===== src/rtl/bitx_pkg.sv =====
package bitx_pkg;

  localparam int ORDER_W = 2;
  localparam int MAX_OPS = (1 << ORDER_W) - 1;

  typedef enum logic [1:0] {SEL_CLASS, SEL_FMT, SEL_OP, SEL_OPC} fieldSel_t;

  typedef enum logic [2:0] {
    FS_CLASS, FS_FMT, FS_OP, FS_OPC, FS_EMIT, FS_HALT
  } fieldState_t;

  // entry layout, LSB first: order, format width, opcode width, operand width
  typedef struct packed {
    logic [4:0]         opLen;
    logic [2:0]         opcW;
    logic [2:0]         fmtW;
    logic [ORDER_W-1:0] order;
  } classInfo_t;

  localparam int ENTRY_W = $bits(classInfo_t);

  typedef struct packed {
    fieldSel_t          fieldSel;
    logic [ORDER_W-1:0] opIdx;
    logic               loadClass;
    logic               loadFmt;
    logic               loadOp;
    logic               loadOpc;
    logic               clearRec;
  } ctrlStrobe_t;

  function automatic logic [16*ENTRY_W-1:0] defaultClassTable();
    logic [16*ENTRY_W-1:0] tbl;
    classInfo_t e;
    tbl = '0;
    for (int c = 0; c < 16; c++) begin
      e.order = ORDER_W'(c & 3);
      e.fmtW  = (e.order == 0) ? 3'd0 : 3'(e.order + 1);
      e.opcW  = ((c >> 2) == 3) ? 3'd0 : 3'((c >> 2) + 3);
      e.opLen = 5'(4 * ((c >> 2) + 1));
      tbl[c*ENTRY_W +: ENTRY_W] = e;
    end
    return tbl;
  endfunction

endpackage


===== src/rtl/bitx_window.sv =====
module bitx_window #(
  parameter int WORD_W = 16,
  parameter int SH_W   = 4,
  parameter int FW_W   = 5
) (
  input  logic [WORD_W-1:0] wordLo,
  input  logic [WORD_W-1:0] wordHi,
  input  logic [SH_W-1:0]   shift,
  input  logic [FW_W-1:0]   width,
  output logic [WORD_W-1:0] field
);
  logic [2*WORD_W-1:0] both;
  assign both = {wordHi, wordLo};

  always_comb begin
    for (int i = 0; i < WORD_W; i++) begin
      field[i] = (i < int'(width)) ? both[i + int'(shift)] : 1'b0;
    end
  end
endmodule


===== src/rtl/bitx_datapath.sv =====
module bitx_datapath
  import bitx_pkg::*;
#(
  parameter int ADDR_W  = 16,
  parameter int WORD_W  = 16,
  parameter int CLASS_W = 4,
  parameter int FMT_W   = 4,
  parameter int OPC_W   = 5,
  parameter int LEN_W   = 9,
  parameter logic [(1<<CLASS_W)*ENTRY_W-1:0] CLASS_TABLE = defaultClassTable(),
  localparam int SH_W   = $clog2(WORD_W),
  localparam int WA_W   = ADDR_W - SH_W,
  localparam int PTR_W  = ADDR_W + 1,
  localparam int FW_W   = $clog2(WORD_W + 1)
) (
  input  logic                     clk,
  input  logic                     rstN,
  input  ctrlStrobe_t              strobe,
  output classInfo_t               info,
  output logic                     fieldFits,
  output logic [WA_W-1:0]          memAddrLo,
  output logic [WA_W-1:0]          memAddrHi,
  input  logic [WORD_W-1:0]        memDataLo,
  input  logic [WORD_W-1:0]        memDataHi,
  output logic [ADDR_W-1:0]        recAddr,
  output logic [LEN_W-1:0]         recLen,
  output logic [CLASS_W-1:0]       recClass,
  output logic [FMT_W-1:0]         recFmt,
  output logic [MAX_OPS*WORD_W-1:0] recOperands,
  output logic [OPC_W-1:0]         recOpcode
);
  logic [PTR_W-1:0]  ptr;
  logic [PTR_W-1:0]  instrStart;
  logic [FW_W-1:0]   fieldWidth;
  logic [WORD_W-1:0] field;
  logic              anyLoad;

  assign info = classInfo_t'(CLASS_TABLE[recClass*ENTRY_W +: ENTRY_W]);

  always_comb begin
    case (strobe.fieldSel)
      SEL_CLASS: fieldWidth = FW_W'(CLASS_W);
      SEL_FMT:   fieldWidth = FW_W'(info.fmtW);
      SEL_OP:    fieldWidth = FW_W'(info.opLen);
      default:   fieldWidth = FW_W'(info.opcW);
    endcase
  end

  assign fieldFits = ({1'b0, ptr} + (PTR_W+1)'(fieldWidth)) <= (PTR_W+1)'(1 << ADDR_W);
  assign memAddrLo = ptr[ADDR_W-1:SH_W];
  assign memAddrHi = memAddrLo + WA_W'(1);
  assign anyLoad   = strobe.loadClass | strobe.loadFmt | strobe.loadOp | strobe.loadOpc;

  bitx_window #(.WORD_W(WORD_W), .SH_W(SH_W), .FW_W(FW_W)) u_window (
    .wordLo(memDataLo), .wordHi(memDataHi), .shift(ptr[SH_W-1:0]),
    .width(fieldWidth), .field(field)
  );

  always_ff @(posedge clk) begin
    if (!rstN) begin
      ptr        <= '0;
      instrStart <= '0;
      recClass   <= '0;
      recFmt     <= '0;
      recOpcode  <= '0;
    end else begin
      if (anyLoad)         ptr <= ptr + PTR_W'(fieldWidth);
      if (strobe.clearRec) begin
        instrStart <= ptr;
        recClass   <= '0;
        recFmt     <= '0;
        recOpcode  <= '0;
      end
      if (strobe.loadClass) recClass  <= field[CLASS_W-1:0];
      if (strobe.loadFmt)   recFmt    <= field[FMT_W-1:0];
      if (strobe.loadOpc)   recOpcode <= field[OPC_W-1:0];
    end
  end

  for (genvar g = 0; g < MAX_OPS; g++) begin : g_op
    logic [WORD_W-1:0] opReg;
    always_ff @(posedge clk) begin
      if (!rstN || strobe.clearRec) opReg <= '0;
      else if (strobe.loadOp && strobe.opIdx == ORDER_W'(g)) opReg <= field;
    end
    assign recOperands[g*WORD_W +: WORD_W] = opReg;
  end

  assign recAddr = instrStart[ADDR_W-1:0];
  assign recLen  = LEN_W'(ptr - instrStart);
endmodule


===== src/rtl/bitx_control.sv =====
module bitx_control
  import bitx_pkg::*;
(
  input  logic        clk,
  input  logic        rstN,
  input  classInfo_t  info,
  input  logic        fieldFits,
  input  logic        outReady,
  output ctrlStrobe_t strobe,
  output logic        outValid,
  output logic        fault
);
  fieldState_t        state, nextState;
  logic [ORDER_W-1:0] opCnt, nextOpCnt;

  always_comb begin
    strobe    = '0;
    nextState = state;
    nextOpCnt = opCnt;
    outValid  = 1'b0;
    case (state)
      FS_CLASS: begin
        strobe.fieldSel = SEL_CLASS;
        if (fieldFits) begin
          strobe.loadClass = 1'b1;
          nextState = FS_FMT;
        end else nextState = FS_HALT;
      end
      FS_FMT: begin
        strobe.fieldSel = SEL_FMT;
        nextOpCnt = '0;
        if (fieldFits) begin
          strobe.loadFmt = 1'b1;
          nextState = (info.order != '0) ? FS_OP : FS_OPC;
        end else nextState = FS_HALT;
      end
      FS_OP: begin
        strobe.fieldSel = SEL_OP;
        strobe.opIdx = opCnt;
        if (fieldFits) begin
          strobe.loadOp = 1'b1;
          if (opCnt + ORDER_W'(1) == info.order) nextState = FS_OPC;
          else nextOpCnt = opCnt + ORDER_W'(1);
        end else nextState = FS_HALT;
      end
      FS_OPC: begin
        strobe.fieldSel = SEL_OPC;
        if (fieldFits) begin
          strobe.loadOpc = 1'b1;
          nextState = FS_EMIT;
        end else nextState = FS_HALT;
      end
      FS_EMIT: begin
        outValid = 1'b1;
        if (outReady) begin
          strobe.clearRec = 1'b1;
          nextState = FS_CLASS;
        end
      end
      default: nextState = FS_HALT;
    endcase
  end

  always_ff @(posedge clk) begin
    if (!rstN) begin
      state <= FS_CLASS;
      opCnt <= '0;
    end else begin
      state <= nextState;
      opCnt <= nextOpCnt;
    end
  end

  assign fault = (state == FS_HALT);
endmodule


===== src/rtl/bitx_extractor.sv =====
module bitx_extractor
  import bitx_pkg::*;
#(
  parameter int ADDR_W  = 16,
  parameter int WORD_W  = 16,
  parameter int CLASS_W = 4,
  parameter int FMT_W   = 4,
  parameter int OPC_W   = 5,
  parameter int LEN_W   = 9,
  parameter logic [(1<<CLASS_W)*ENTRY_W-1:0] CLASS_TABLE = defaultClassTable(),
  localparam int WA_W   = ADDR_W - $clog2(WORD_W)
) (
  input  logic                      clk,
  input  logic                      rstN,
  output logic [WA_W-1:0]           memAddrLo,
  output logic [WA_W-1:0]           memAddrHi,
  input  logic [WORD_W-1:0]         memDataLo,
  input  logic [WORD_W-1:0]         memDataHi,
  output logic                      outValid,
  input  logic                      outReady,
  output logic [ADDR_W-1:0]         recAddr,
  output logic [LEN_W-1:0]          recLen,
  output logic [CLASS_W-1:0]        recClass,
  output logic [FMT_W-1:0]          recFmt,
  output logic [MAX_OPS*WORD_W-1:0] recOperands,
  output logic [OPC_W-1:0]          recOpcode,
  output logic                      fault
);
  ctrlStrobe_t strobe;
  classInfo_t  info;
  logic        fieldFits;

  bitx_control u_ctrl (
    .clk(clk), .rstN(rstN), .info(info), .fieldFits(fieldFits),
    .outReady(outReady), .strobe(strobe), .outValid(outValid), .fault(fault)
  );

  bitx_datapath #(
    .ADDR_W(ADDR_W), .WORD_W(WORD_W), .CLASS_W(CLASS_W), .FMT_W(FMT_W),
    .OPC_W(OPC_W), .LEN_W(LEN_W), .CLASS_TABLE(CLASS_TABLE)
  ) u_dp (
    .clk(clk), .rstN(rstN), .strobe(strobe), .info(info), .fieldFits(fieldFits),
    .memAddrLo(memAddrLo), .memAddrHi(memAddrHi),
    .memDataLo(memDataLo), .memDataHi(memDataHi),
    .recAddr(recAddr), .recLen(recLen), .recClass(recClass), .recFmt(recFmt),
    .recOperands(recOperands), .recOpcode(recOpcode)
  );
endmodule


===== config.mk =====
export PLATFORM = sky130hd
export DESIGN_NAME = bitx_extractor
export DESIGN_NICKNAME = d
export VERILOG_FILES = /design/src/rtl/bitx_pkg.sv /design/src/rtl/bitx_window.sv /design/src/rtl/bitx_datapath.sv /design/src/rtl/bitx_control.sv /design/src/rtl/bitx_extractor.sv
export SDC_FILE = /design/constraint.sdc
export NUM_CORES = 1
export LEC_CHECK = 0
export ABC_AREA = 1
export BUFFER_PORTS_ARGS = -buffer_cell sky130_fd_sc_hd__clkbuf_2
export CAP_MARGIN = 20
export CORE_ASPECT_RATIO = 0.7
export CORE_MARGIN = 2
export CORE_UTILIZATION = 45
export DETAILED_ROUTE_END_ITERATION = 7
export PLACE_DENSITY = 0.73
export SLEW_MARGIN = 20
export SYNTH_ARGS = -nofsm -noshare
export SYNTH_HDL_FRONTEND = slang
export SYNTH_HIERARCHICAL = 1
export SYNTH_SLANG_ARGS = --single-unit

===== constraint.sdc =====
create_clock -name clk -period 5.6 [get_ports clk]
set_input_delay 1.12 -clock clk [delete_from_list [all_inputs] [get_ports clk]]
set_output_delay 1.12 -clock clk [all_outputs]
set_load 0.05 [all_outputs]

Yosys cells after proc, flatten, opt, wreduce, memory -nomap -nowiden
Index checks and enable logic that the tools add are counted.
- shift operators: 1
- mux-type cells: 90
- reduce and logical (&&, ||, !) cells: 15
- eq/ne operators: 14
- bitwise operators: 3
- $add $sub $neg: 20
- multipliers: 1
- order comparisons: 33
- operators with widths (operator ; number):
    $shiftx 208x9->13 const A ; 1
    $lt 5x6->1 const B ; 15
    $bmux 1 s5 ; 15
    $mux 1 ; 57
    $add 4x4->5 const A ; 8
    $lt 4x5->1 const A ; 8
    $add 3x4->5 const A ; 4
    $lt 3x5->1 const A ; 4
    $add 17x5->18 ; 1
    $le 18x17->1 const B ; 1
    $add 17x5->17 ; 1
    $mux 3 ; 5
    $pmux 3 s5 ; 1
    $pmux 5 s3 ; 1
    $add 12x1->12 const B ; 1
    $mux 4 ; 3
    $add 2x4->5 const A ; 2
    $lt 1x5->1 const A ; 2
    $lt 2x5->1 const A ; 2
    $mux 5 ; 2
    $reduce_bool 2->1 ; 5
    $sub 9x9->9 ; 1
    $mul 4x4->8 const B ; 1
    $eq 3x2->1 const B ; 2
    22 further kinds ; 34
- logic and storage cells: 187
- register bits: 99
- output and inout bits: 112
- bits of input ports: 35

Logic depth before layout (Yosys ltp)
Gate-level depths: netlist of the first run.
- depth in word-level cells: 11
- mapped depth: 28

Hierarchy
The synthesis of the first run kept the hierarchy.
- modules (own cells, without submodules) (module ; cells an instance ; area each (um^2) ; sequential area each (um^2) ; times used):
    bitx_datapath ; 683 ; 4810.9 ; 1881.8 ; 1
    bitx_window ; 458 ; 2222.1 ; 0.0 ; 1
    bitx_control ; 65 ; 376.6 ; 100.1 ; 1

Worst setup path after synthesis of the first run
OpenSTA, ideal clock, no wires.
- kind: register to register
- start: reg u_dp.recClass[3]
- end: reg u_dp.ptr[4]
- path buffers: 1
- cell stages (with the launch flop): 24
- period minus slack after synthesis: 3929 ps
- arrival time: 3813 ps
- library setup time: 116 ps
- slack: 1671 ps
- cell sequence: dfxtp_1 -> ha_1 -> nor2_1 -> a21oi_1 -> ha_1 -> inv_1 -> fa_1 -> inv_1 -> nand2_1 -> nand2_1 -> and2_1 -> xor2_1 -> nor2_1 -> nand2_1 -> nor2_1 -> nand3_1 -> nand2_1 -> inv_1 -> nor2_1 -> nor4_1 -> buf_2 -> nand2_1 -> o211ai_1 -> inv_1
- RTL lines (what ; RTL line ; source):
    start, declared ; bitx_datapath.sv:27 ; output logic [CLASS_W-1:0] recClass,
    start signal, assigned ; bitx_datapath.sv:74 ; if (strobe.loadClass) recClass <= field[CLASS_W-1:0];
    end signal, assigned ; bitx_datapath.sv:67 ; if (anyLoad) ptr <= ptr + PTR_W'(fieldWidth);
    end, declared ; bitx_datapath.sv:32 ; logic [PTR_W-1:0] ptr;

==> metrics.txt, run 1 <==
# TYPE chip_impl_metric gauge
chip_impl_metric{name="power_per_cell_area",unit="nW/um^2"} 645
chip_impl_metric{name="fmax",unit="MHz"} 211
chip_impl_info{name="grt_setup_unrepaired",value="no"} 1
chip_impl_metric{name="worst-path-max-fanout",unit=""} 19
chip_impl_metric{name="post_drt_via_cell_ratio",unit=""} 5.33
chip_impl_metric{name="post-cts-setup-buffers",unit=""} 0
chip_impl_metric{name="clock_insertion_delay_at_the_later_pin_of_the_skew_report",unit="ns"} 0.35
chip_impl_metric{name="drt_drc_violations_left",unit=""} 0
chip_impl_metric{name="routed_vias",unit=""} 8197
chip_impl_metric{name="core",unit="sq um"} 16200
chip_impl_metric{name="maxCapViolations",unit=""} 0
chip_impl_info{name="hold_path_class",value="flip-flop to flip-flop"} 1
chip_impl_metric{name="rows",unit=""} 39
chip_impl_info{name="critical_path.startpoint",value="u_ctrl/state[1]$_SDFFE_PN0P_"} 1
chip_impl_info{name="min_from",value="u_dp/g_op[2].opReg[12]$_SDFFE_PP0P_"} 1
chip_impl_info{name="r2r-start",value="u_ctrl/state[1]$_SDFFE_PN0P_"} 1
chip_impl_metric{name="drive_above_1_share",unit="%"} 16.3
chip_impl_metric{name="place_congestion",unit=""} 0.984
chip_impl_metric{name="grt_usage",unit="%"} 26.1
chip_impl_metric{name="final_net_count",unit=""} 1377
chip_impl_metric{name="areaGrowthSynthToFinish",unit="%"} 15.3
chip_impl_metric{name="placedInstanceArea",unit="sq um"} 8110
chip_impl_metric{name="post_cts_resized",unit=""} 0
chip_impl_metric{name="fillCellCount",unit=""} 1652
chip_impl_metric{name="first_pass_iters",unit=""} 7
chip_impl_metric{name="design_area",unit="sq um"} 8490
chip_impl_metric{name="leak",unit="nW"} 4.20
chip_impl_metric{name="grt_start_max_net_pins",unit=""} 44
chip_impl_metric{name="worst_slew_margin_rel",unit="%"} 48.9
chip_impl_metric{name="syn_area_per_cell",unit="sq um"} 6.15
chip_impl_metric{name="syn-instance-count",unit=""} 1198
chip_impl_metric{name="floorplan_die_area",unit="sq um"} 17400
chip_impl_metric{name="tightestPinTransition",unit="ns"} 0.766
chip_impl_info{name="outcome",value="complete, no violations"} 1
chip_impl_info{name="clock_tree_from_tritoncts",value="done"} 1
chip_impl_metric{name="fin_crit_sh",unit="%"} 84.7
chip_impl_metric{name="ctsHtreeMaxLevel",unit=""} 3
chip_impl_metric{name="slew_violations",unit=""} 0
chip_impl_metric{name="port-buffer-count",unit=""} 146
chip_impl_info{name="critPathLaunchType",value="flip-flop"} 1
chip_impl_metric{name="top_level_ports",unit=""} 147
chip_impl_metric{name="route.antenna.remaining_nets",unit=""} 0
chip_impl_metric{name="yosysWarningCount",unit=""} 6
chip_impl_metric{name="clk_transition_reported_paths",unit="ns"} 0.07
chip_impl_metric{name="critical_path_required",unit="ns"} 5.83
chip_impl_metric{name="die-height",unit="um"} 111
chip_impl_metric{name="finalWorstPathRequiredPeriod",unit="ns"} 4.74
chip_impl_metric{name="antenna_violations_before_repair",unit=""} 0
chip_impl_info{name="worst_setup_path_end_kind",value="flip-flop"} 1
chip_impl_metric{name="antenna_cells_inserted",unit=""} 0
chip_impl_metric{name="clock_path_buffers",unit=""} 2
chip_impl_info{name="cts_root_buffer",value="clkbuf_16"} 1
chip_impl_metric{name="grt_pass1_wl",unit="um"} 36700
chip_impl_metric{name="postCtsHoldBufs",unit=""} 0
chip_impl_metric{name="cts_inserted_buffers",unit=""} 9
chip_impl_metric{name="fin_setup_tns",unit="ns"} 0
chip_impl_metric{name="clock_skew",unit="ns"} 0.00638
chip_impl_metric{name="dp.final_hpwl",unit="um"} 17600
chip_impl_metric{name="clock_sink_count",unit=""} 99
chip_impl_metric{name="detail_route.wl_per_cell",unit="um"} 14.9
chip_impl_metric{name="syn_area",unit="sq um"} 7360
chip_impl_metric{name="first_global_vias",unit=""} 7421
chip_impl_info{name="critPathKind",value="flip-flop to flip-flop"} 1
chip_impl_metric{name="gr-total-overflow",unit=""} 0
chip_impl_metric{name="synth.net_count",unit=""} 1267
chip_impl_metric{name="drt_iter0_markers",unit=""} 957
chip_impl_metric{name="final-hold-violation-count",unit=""} 0
chip_impl_metric{name="die_width",unit="um"} 157
chip_impl_metric{name="vdd_drop_max",unit="V"} 0.000403
chip_impl_metric{name="setup_violations",unit=""} 0
chip_impl_metric{name="worst-endpoint-arrival",unit="ns"} 4.97
chip_impl_metric{name="drt_wl_total",unit="um"} 22900
chip_impl_metric{name="initial_standard_cell_utilization_of_the_core",unit="%"} 45.6
-- per-stage QoR --
| stage | worst slack [ns] | hold WS, ns | std cells | power, mW | util, % |
|---|---|---|---|---|---|
| 6_report | 0.858 | 0.442 | 1538 | 5.48 | 52.6 |
| 3_3_place_gp | 1.29 | 0.432 | 1522 | 4.57 | 50.2 |
| 5_1_grt | 0.432 | 0.465 | 1538 | 5.89 | 52.6 |
| 2_1_floorplan | 1.67 | 0.491 | 1198 | 3.87 | - |
| 4_1_cts | 0.959 | 0.445 | 1538 | 5.42 | 52.6 |
| 3_5_place_dp | 1.01 | 0.435 | 1522 | 4.60 | 50.2 |
-- worst paths after layout --
| check | depth (start not counted) | slack, ns | endpoint |
|---|---|---|---|
| worst max-delay path | 25 | 0.86 | u_dp/g_op[1].opReg[13]$_SDFFE_PP0P_ |
| worst min-delay path | 2 | 0.44 | u_dp/g_op[2].opReg[12]$_SDFFE_PP0P_ |
| worst max register to register | 25 | 0.86 | u_dp/g_op[1].opReg[13]$_SDFFE_PP0P_ |
| worst min register to register | 2 | 0.44 | u_dp/g_op[2].opReg[12]$_SDFFE_PP0P_ |
-- critical path, cell delays in order, from the launching register on --
cell and delay (ns):
dfxtp_1 0.44, inv_1 0.08, nor2_1 0.20, o21ai_0 0.13, a21oi_1 0.42, ha_1 0.32, inv_1 0.07, fa_1 0.38
inv_1 0.11, nand2_1 0.07, nand2_1 0.09, nand3_1 0.09, nand2_1 0.13, nand3_1 0.09, nand2_1 0.10, nor2_1 0.05
nand2_1 0.06, nor2_1 0.04, nand3_1 0.06, nand2_1 0.07, inv_1 0.14, nor2_4 0.08, nand3_1 0.37, clkinv_1 0.59
o21ai_0 0.37, a21oi_1 0.06
-- registers in the layout (all words and copies together) (netlist names) --
register,flops
u_dp/instrStart,16
u_dp/recOpcode,5
u_dp/g_op.opReg,48
u_dp/recClass,4
u_ctrl/opCnt,2
u_ctrl/state,3
u_dp/ptr,17
u_dp/recFmt,4
-- layer usage --
layer	vias to the layer above	wire, um	share of wire (%)	GRT usage [%]
met2	375	9510	42	38.1
met5	-	0	0	0
met4	0	416	1.8	6.67
li1	4117	-	-	-
met1	3679	10600	46	37.6
met3	26	2350	10	7.47
-- layout make-up --
type,instances,area (sq um),share of cell area [%]
Multi-Input combinational cell,906,4530,53.4
Inverter,138,518,6.10
Tap cell,225,282,3.32
Clock inverter,5,131,1.55
Clock buffer,11,253,2.98
Timing Repair Buffer,154,791,9.31
Sequential cell,99,1980,23.3
-- power by group --
part	leakage (nW)	internal [mW]	switching, mW
combinational	3.21	0.989	2.71
clock	0.188	0.510	0.284
sequential	0.805	0.843	0.141
-- placed cells by master (no fill, tap or decap), types with 2 or more instances in the layout --
master,count
and2_1,2
fa_1,2
xnor2_1,3
o21ai_0,75
bufinv_16,4
xor2_1,21
o211ai_1,16
clkbuf_8,2
nor2_2,7
o21ai_1,3
a21oi_1,92
o21a_1,4
nand3_1,199
nand2_2,11
nor2_4,5
inv_1,119
buf_4,8
nor2_1,128
dfxtp_1,99
ha_1,32
nand3b_1,5
clkbuf_16,9
clkinv_1,3
clkbuf_2,146
nand2_1,285
nand4_1,6
nor3_1,4
inv_2,16
Power figures use the tool's default switching activity.
==> run 2: changes to the inputs <==
==> constraint.sdc (replaced) <==
create_clock -name clk -period 4.8 [get_ports clk]
set_input_delay 0.96 -clock clk [delete_from_list [all_inputs] [get_ports clk]]
set_output_delay 0.96 -clock clk [all_outputs]
set_load 0.05 [all_outputs]
==> metrics.txt, run 2 (same netlist as run 1, synthesis figures left out) <==
# TYPE chip_impl_metric gauge
chip_impl_metric{name="first_global_vias",unit=""} 7286
chip_impl_metric{name="gr-total-overflow",unit=""} 0
chip_impl_metric{name="drt_wl_total",unit="um"} 22900
chip_impl_info{name="reg2reg_to",value="u_dp/ptr[3]$_SDFFE_PN0P_"} 1
chip_impl_metric{name="drt_iter0_markers",unit=""} 803
chip_impl_info{name="critPathLaunchType",value="flip-flop"} 1
chip_impl_metric{name="die_width",unit="um"} 157
chip_impl_metric{name="ctsHtreeMaxLevel",unit=""} 3
chip_impl_metric{name="max_reg_flops",unit=""} 48
chip_impl_metric{name="fin_setup_tns",unit="ns"} 0
chip_impl_metric{name="antenna_cells_inserted",unit=""} 0
chip_impl_metric{name="final-hold-violation-count",unit=""} 0
chip_impl_info{name="r2r-start",value="u_ctrl/state[1]$_SDFFE_PN0P_"} 1
chip_impl_metric{name="post_drt_via_cell_ratio",unit=""} 5.35
chip_impl_metric{name="grt_start_max_net_pins",unit=""} 49
chip_impl_metric{name="leak",unit="nW"} 4.17
chip_impl_metric{name="routed_vias",unit=""} 8257
chip_impl_metric{name="power_per_cell_area",unit="nW/um^2"} 737
chip_impl_info{name="clock_tree_from_tritoncts",value="done"} 1
chip_impl_info{name="critical_path.startpoint",value="u_ctrl/state[1]$_SDFFE_PN0P_"} 1
chip_impl_metric{name="critical_path_required",unit="ns"} 5.03
chip_impl_metric{name="vdd_drop_max",unit="V"} 0.000449
chip_impl_metric{name="tightestPinTransition",unit="ns"} 0.783
chip_impl_metric{name="grt_usage",unit="%"} 25.8
chip_impl_metric{name="clock_sink_count",unit=""} 99
chip_impl_metric{name="top_level_ports",unit=""} 147
chip_impl_metric{name="clock_insertion_delay_at_the_later_pin_of_the_skew_report",unit="ns"} 0.35
chip_impl_metric{name="seq_area",unit="sq um"} 1980
chip_impl_metric{name="setup_violations",unit=""} 0
chip_impl_metric{name="floorplan_die_area",unit="sq um"} 17400
chip_impl_metric{name="core",unit="sq um"} 16200
chip_impl_metric{name="clock_path_buffers",unit=""} 2
chip_impl_metric{name="grt_pass1_wl",unit="um"} 36500
chip_impl_metric{name="port-buffer-count",unit=""} 146
chip_impl_info{name="grt_setup_unrepaired",value="no"} 1
chip_impl_metric{name="fillCellCount",unit=""} 1668
chip_impl_metric{name="total_switching_power",unit="mW"} 3.66
chip_impl_metric{name="slew_violations",unit=""} 0
chip_impl_metric{name="maxCapViolations",unit=""} 0
chip_impl_metric{name="detail_route.wl_per_cell",unit="um"} 14.8
chip_impl_metric{name="utilization",unit="%"} 52.3
chip_impl_metric{name="fin_crit_sh",unit="%"} 86.7
chip_impl_metric{name="clock_skew",unit="ns"} 0.0109
chip_impl_metric{name="fin_total_pwr",unit="mW"} 6.22
chip_impl_metric{name="final_net_count",unit=""} 1381
chip_impl_metric{name="p_seq_share",unit="%"} 18.4
chip_impl_metric{name="drt_drc_violations_left",unit=""} 0
chip_impl_metric{name="pwr-share-comb",unit="%"} 69.6
chip_impl_metric{name="pwr-share-clk",unit="%"} 12.0
chip_impl_metric{name="clk_transition_reported_paths",unit="ns"} 0.08
chip_impl_metric{name="areaGrowthSynthToFinish",unit="%"} 14.7
chip_impl_metric{name="hold_slack",unit="ns"} 0.445
chip_impl_metric{name="p_int",unit="mW"} 2.56
chip_impl_metric{name="worst_slew_margin_rel",unit="%"} 47.8
chip_impl_info{name="capture_point_of_the_critical_path",value="u_dp/ptr[3]$_SDFFE_PN0P_"} 1
chip_impl_metric{name="power.share.switching",unit="%"} 58.8
chip_impl_metric{name="setup.reg_to_reg.worst_slack",unit="ns"} 0.64
chip_impl_info{name="reg_top3",value="u_dp/g_op.opReg x48, u_dp/ptr x17, u_dp/instrStart x16"} 1
chip_impl_info{name="final_common_cell",value="nand2_1"} 1
chip_impl_metric{name="antenna_violations_before_repair",unit=""} 0
chip_impl_info{name="cts_root_buffer",value="clkbuf_16"} 1
chip_impl_metric{name="first_pass_iters",unit=""} 5
chip_impl_metric{name="dp.final_hpwl",unit="um"} 17600
chip_impl_metric{name="finalWorstPathRequiredPeriod",unit="ns"} 4.16
chip_impl_metric{name="postCtsHoldBufs",unit=""} 0
chip_impl_metric{name="route.antenna.remaining_nets",unit=""} 0
chip_impl_info{name="outcome",value="complete, no violations"} 1
chip_impl_metric{name="rows",unit=""} 39
chip_impl_metric{name="initial_standard_cell_utilization_of_the_core",unit="%"} 45.6
chip_impl_metric{name="die-height",unit="um"} 111
chip_impl_info{name="critPathKind",value="flip-flop to flip-flop"} 1
chip_impl_metric{name="place_congestion",unit=""} 1.01
chip_impl_info{name="most_frequent_cells_in_the_layout",value="nand2_1, nand3_1, clkbuf_2"} 1
chip_impl_metric{name="worst-path-max-fanout",unit=""} 31
chip_impl_info{name="worst_setup_path_end_kind",value="flip-flop"} 1
chip_impl_metric{name="multiInputGateArea",unit="sq um"} 4540
chip_impl_info{name="largest_register",value="u_dp/g_op.opReg"} 1
chip_impl_metric{name="fmax",unit="MHz"} 240
chip_impl_metric{name="drive_above_1_share",unit="%"} 16.8
chip_impl_metric{name="cts_inserted_buffers",unit=""} 9
chip_impl_info{name="hold_path_class",value="flip-flop to flip-flop"} 1
chip_impl_metric{name="worst-endpoint-arrival",unit="ns"} 4.39
chip_impl_metric{name="timing.reg2reg.worst_path_depth",unit=""} 26
run 2: cell count changes in the layout (fill, tap and decap cells not counted), sizes merged:
cell,before,now
clkbuf,157,156
bufinv,4,1
buf,8,12
clkinvlp,0,3
inv,136,137
run 2: how the worst min path moves through the flow:
| stage | depth (start not counted) | end | slack, ns | from |
|---|---|---|---|---|
| 3_5_place_dp | 2 | u_dp/g_op[2].opReg[4]$_SDFFE_PP0P_ | 0.44 | u_dp/g_op[2].opReg[4]$_SDFFE_PP0P_ |
| 6_report | 2 | u_dp/g_op[2].opReg[2]$_SDFFE_PP0P_ | 0.45 | u_dp/g_op[2].opReg[2]$_SDFFE_PP0P_ |
| 5_1_grt | 2 | u_dp/g_op[2].opReg[3]$_SDFFE_PP0P_ | 0.46 | u_dp/g_op[2].opReg[3]$_SDFFE_PP0P_ |
| 3_3_place_gp | 2 | u_dp/g_op[2].opReg[6]$_SDFFE_PP0P_ | 0.43 | u_dp/g_op[2].opReg[6]$_SDFFE_PP0P_ |
| 2_1_floorplan | 2 | u_ctrl/opCnt[1]$_SDFFE_PN0P_ | 0.49 | u_ctrl/opCnt[1]$_SDFFE_PN0P_ |
| 4_1_cts | 2 | u_dp/g_op[2].opReg[4]$_SDFFE_PP0P_ | 0.45 | u_dp/g_op[2].opReg[4]$_SDFFE_PP0P_ |
run 2: critical path: stages, from the launching register on:
cell and delay, ns:
dfxtp_1 0.44, inv_1 0.08, nor2_1 0.18, o21ai_0 0.15
a21oi_2 0.26, ha_1 0.29, inv_1 0.07, fa_1 0.38
inv_1 0.10, nand2_1 0.08, nand2_1 0.09, nand3_1 0.09
nand2_1 0.14, nand3_1 0.08, nand2_1 0.08, nand2_1 0.07
clkinv_1 0.06, nor2_1 0.03, nand3_1 0.07, nand2_1 0.08
inv_1 0.15, nor2_1 0.15, nor4_2 0.29, buf_6 0.28
inv_1 0.12, o211ai_1 0.18, inv_1 0.05
run 2: per-stage QoR:
| step | instance area [sq um] | instances | setup slack [ns] |
|---|---|---|---|
| detailed placement | 8120 | 1525 | 0.407 |
| global placement | 8120 | 1525 | 0.617 |
| global route | 8450 | 1542 | 0.0651 |
| floorplan | 7360 | 1198 | 0.871 |
| finish | 8450 | 1542 | 0.639 |
| CTS | 8430 | 1541 | 0.315 |
run 2: per-layer routing:
| metal | GRT usage, % | vias to the layer above | wire length, um |
|---|---|---|---|
| li1 | - | 4117 | - |
| met1 | 38.5 | 3702 | 10800 |
| met2 | 38.0 | 401 | 9540 |
| met3 | 5.04 | 37 | 2180 |
| met4 | 6.06 | 0 | 385 |
| met5 | 0 | - | 0 |
run 2: power by group through the flow:
| stage | registers (mW) | logic, mW | clock network (mW) |
|---|---|---|---|
| floorplan | 1.41 | 3.10 | 0 |
| global placement | 1.16 | 4.19 | 0 |
| finish | 1.14 | 4.33 | 0.746 |
| CTS | 1.14 | 4.24 | 0.754 |
| global route | 1.17 | 4.73 | 0.793 |
| detailed placement | 1.16 | 4.22 | 0 |
run 2: area by class of cell:
class	instances	share of cell area, %
clock buffer	10	2.71
clock inverter	6	0.859
inverter	138	6.22
multi-input combinational	906	53.7
sequential	99	23.5
tap	225	3.33
timing repair buffer	158	9.76
run 2: timing repair:
item,4_1_cts,5_1_grt
setup endpoints to repair,0,49
hold endpoints to repair,0,0
resized for setup,0,5
setup buffers,0,1
==> run 3: changes to the inputs <==
--- a/config.mk
+++ b/config.mk
@@ -12,7 +12,7 @@
 export CORE_MARGIN = 2
 export CORE_UTILIZATION = 45
 export DETAILED_ROUTE_END_ITERATION = 7
-export PLACE_DENSITY = 0.73
+export PLACE_DENSITY = 0.76
 export SLEW_MARGIN = 20
 export SYNTH_ARGS = -nofsm -noshare
 export SYNTH_HDL_FRONTEND = slang
==> constraint.sdc (replaced) <==
create_clock -name clk -period 3.6 [get_ports clk]
set_input_delay 0.72 -clock clk [delete_from_list [all_inputs] [get_ports clk]]
set_output_delay 0.72 -clock clk [all_outputs]
set_load 0.05 [all_outputs]
==> metrics.txt, run 3 (same netlist as run 1, synthesis figures left out) <==
# TYPE chip_impl_metric gauge
chip_impl_metric{name="clock_insertion_delay_at_the_later_pin_of_the_skew_report",unit="ns"} 0.36
chip_impl_metric{name="detail_route.wl_per_cell",unit="um"} 15.5
chip_impl_metric{name="leak",unit="nW"} 4.51
chip_impl_metric{name="fin_total_pwr",unit="mW"} 9.34
chip_impl_metric{name="power_per_cell_area",unit="nW/um^2"} 1010
chip_impl_metric{name="route.antenna.remaining_nets",unit=""} 0
chip_impl_metric{name="first_global_vias",unit=""} 7442
chip_impl_metric{name="grt_start_max_net_pins",unit=""} 49
chip_impl_metric{name="clk_transition_reported_paths",unit="ns"} 0.07
chip_impl_metric{name="fmax",unit="MHz"} 276
chip_impl_metric{name="post_drt_via_cell_ratio",unit=""} 5.48
chip_impl_metric{name="slew_violations",unit=""} 0
chip_impl_metric{name="setup.reg_to_reg.worst_slack",unit="ns"} -0.02
chip_impl_metric{name="clock_path_buffers",unit=""} 2
chip_impl_metric{name="worst_slew_margin_rel",unit="%"} 50.5
chip_impl_info{name="r2r-start",value="u_dp/recClass[3]$_SDFFE_PN0P_"} 1
chip_impl_info{name="most_frequent_cells_in_the_layout",value="nand2_1, nand3_1, clkbuf_2"} 1
chip_impl_info{name="grt_setup_unrepaired",value="yes"} 1
chip_impl_metric{name="drive_above_1_share",unit="%"} 24.9
chip_impl_metric{name="maxCapViolations",unit=""} 0
chip_impl_metric{name="dp.final_hpwl",unit="um"} 17600
chip_impl_metric{name="utilization",unit="%"} 57.5
chip_impl_metric{name="place_congestion",unit=""} 0.921
chip_impl_info{name="critPathLaunchType",value="flip-flop"} 1
chip_impl_info{name="largest_register",value="u_dp/g_op.opReg"} 1
chip_impl_info{name="hold_path_end",value="u_dp/g_op[2].opReg[3]$_SDFFE_PP0P_"} 1
chip_impl_info{name="cts_root_buffer",value="clkbuf_16"} 1
chip_impl_info{name="reg_top3",value="u_dp/g_op.opReg x48, u_dp/ptr x17, u_dp/instrStart x16"} 1
chip_impl_metric{name="max_reg_flops",unit=""} 48
chip_impl_metric{name="finalWorstPathRequiredPeriod",unit="ns"} 3.62
chip_impl_metric{name="drt_wl_total",unit="um"} 24600
chip_impl_info{name="final_common_cell",value="nand2_1"} 1
chip_impl_metric{name="setup_violations",unit=""} 1
chip_impl_metric{name="routed_vias",unit=""} 8700
chip_impl_info{name="violations",value="setup timing"} 1
chip_impl_metric{name="final-hold-violation-count",unit=""} 0
chip_impl_metric{name="ctsHtreeMaxLevel",unit=""} 3
chip_impl_metric{name="clock_skew",unit="ns"} 0.0114
chip_impl_metric{name="drt_drc_violations_left",unit=""} 0
chip_impl_metric{name="grt_usage",unit="%"} 26.2
chip_impl_metric{name="antenna_cells_inserted",unit=""} 0
chip_impl_metric{name="gr-total-overflow",unit=""} 0
chip_impl_info{name="critPathKind",value="flip-flop to flip-flop"} 1
chip_impl_metric{name="worst-path-max-fanout",unit=""} 11
chip_impl_metric{name="floorplan_die_area",unit="sq um"} 17400
chip_impl_metric{name="rows",unit=""} 39
chip_impl_metric{name="final_net_count",unit=""} 1426
chip_impl_metric{name="first_pass_iters",unit=""} 8
chip_impl_metric{name="top_level_ports",unit=""} 147
chip_impl_info{name="clock_tree_from_tritoncts",value="done"} 1
chip_impl_metric{name="drt_iter0_markers",unit=""} 835
chip_impl_metric{name="initial_standard_cell_utilization_of_the_core",unit="%"} 45.6
chip_impl_metric{name="die-height",unit="um"} 111
chip_impl_info{name="worst_setup_path_end_kind",value="flip-flop"} 1
chip_impl_metric{name="cts_inserted_buffers",unit=""} 9
chip_impl_info{name="reg2reg_to",value="u_dp/ptr[13]$_SDFFE_PN0P_"} 1
chip_impl_metric{name="setup_ws",unit="ns"} -0.0181
chip_impl_metric{name="vdd_drop_max",unit="V"} 0.00142
chip_impl_info{name="min_from",value="u_dp/g_op[2].opReg[3]$_SDFFE_PP0P_"} 1
chip_impl_metric{name="critical_path_required",unit="ns"} 3.85
chip_impl_metric{name="die_width",unit="um"} 157
chip_impl_info{name="hold_path_class",value="flip-flop to flip-flop"} 1
chip_impl_metric{name="grt_pass1_wl",unit="um"} 37000
chip_impl_metric{name="worst-endpoint-arrival",unit="ns"} 3.87
chip_impl_metric{name="core",unit="sq um"} 16200
chip_impl_metric{name="tightestPinTransition",unit="ns"} 0.742
chip_impl_metric{name="timing.reg2reg.worst_path_depth",unit=""} 26
chip_impl_metric{name="min_path_cells",unit=""} 2
chip_impl_metric{name="clock_sink_count",unit=""} 99
chip_impl_metric{name="port-buffer-count",unit=""} 146
chip_impl_metric{name="antenna_violations_before_repair",unit=""} 0
chip_impl_metric{name="areaGrowthSynthToFinish",unit="%"} 26.0
chip_impl_info{name="outcome",value="complete, but fails checks"} 1
chip_impl_metric{name="fin_crit_sh",unit="%"} 101
==> run 3: cell count changes in the layout (fill, tap and decap cells not counted), moves of 6 or more <==
cell and delta:
nor2_4 +6, o21ai_1 +10, nand2_2 +15, nand2_1 -19, nor2_1 -13, buf_12 +7
inv_1 -8, nand3_1 -9, nor2_2 +7, o21ai_0 -13, nand3_2 +7, buf_4 +32
==> run 3: worst max path at each step <==
stage,slack [ns],start,cells after the start,endpoint
finish,-0.02,u_dp/recClass[3]$_SDFFE_PN0P_,26,u_dp/ptr[13]$_SDFFE_PN0P_
global placement,0.01,u_ctrl/state[0]$_SDFFE_PN0P_,25,u_dp/ptr[3]$_SDFFE_PN0P_
detailed placement,-0.16,u_ctrl/state[1]$_SDFFE_PN0P_,23,u_dp/g_op[0].opReg[5]$_SDFFE_PP0P_
CTS,0.007,u_ctrl/state[0]$_SDFFE_PN0P_,28,u_dp/ptr[13]$_SDFFE_PN0P_
global route,-0.20,u_dp/recClass[2]$_SDFFE_PN0P_,25,u_dp/g_op[2].opReg[13]$_SDFFE_PP0P_
floorplan,0.07,u_dp/recClass[3]$_SDFFE_PN0P_,23,u_dp/ptr[4]$_SDFFE_PN0P_
==> run 3: power by group <==
part           internal, mW  total, mW  switching, mW
clock network         0.487      0.957          0.470
logic                  2.26       6.84           4.58
registers              1.32       1.54          0.225
total                  4.07       9.34           5.27
==> run 3: timing repair <==
| action | CTS | global route |
|---|---|---|
| endpoints found under the setup margin | 49 | 74 |
| hold buffers | 0 | 0 |
| gates cloned | 1 | 3 |
| pin swaps | 3 | 30 |
| resized for setup | 18 | 101 |
| buffers inserted | 3 | 22 |
==> run 3: stage by stage <==
step	hold slack (ns)	area [sq um]	setup slack [ns]	TNS, ns	cells
after detailed placement	0.437	8320	-0.163	-1.68	1543
after global routing	0.464	9280	-0.198	-9.57	1587
after global placement	0.432	8320	0.0128	0	1543
after floorplan	0.491	7380	0.0741	0	1198
final	0.447	9280	-0.0181	-0.0181	1587
after CTS	0.449	8710	0.00712	0	1563
==> run 3: worst max-delay path: stages (launching register included) <==
cell      delay [ns]
dfxtp_4         0.38
inv_4           0.06
ha_4            0.14
nor2_4          0.05
a21oi_2         0.18
ha_2            0.22
inv_2           0.04
fa_2            0.36
inv_2           0.09
nand2_2         0.06
nand2_2         0.08
and2_4          0.17
xor2_2          0.17
nor2_1          0.08
nand2_1         0.09
nor2_1          0.05
nand3_1         0.09
nand2_2         0.11
inv_4           0.12
nor2_4          0.06
nor4_4          0.26
buf_6           0.16
buf_12          0.11
buf_12          0.12
nand2_1         0.05
o211ai_1        0.11
inv_1           0.07
==> run 3: final cells by class <==
type | count | area [sq um]
fill | 1507 | 6870
sequential | 99 | 1990
multi-input combinational | 906 | 4830
clock buffer | 9 | 225
tap | 225 | 282
timing repair buffer | 203 | 1340
inverter | 138 | 538
clock inverter | 7 | 68.8
==> run 3: routing by layer <==
metal / vias to the layer above / wire [um] / track usage, % / share of wire (%)
met5: - / 0 / 0 / 0
met4: 0 / 470 / 5.44 / 1.9
met3: 55 / 2760 / 7.35 / 11
met2: 466 / 10500 / 38.4 / 43
met1: 3949 / 10900 / 38.2 / 44
li1: 4230 / - / - / -
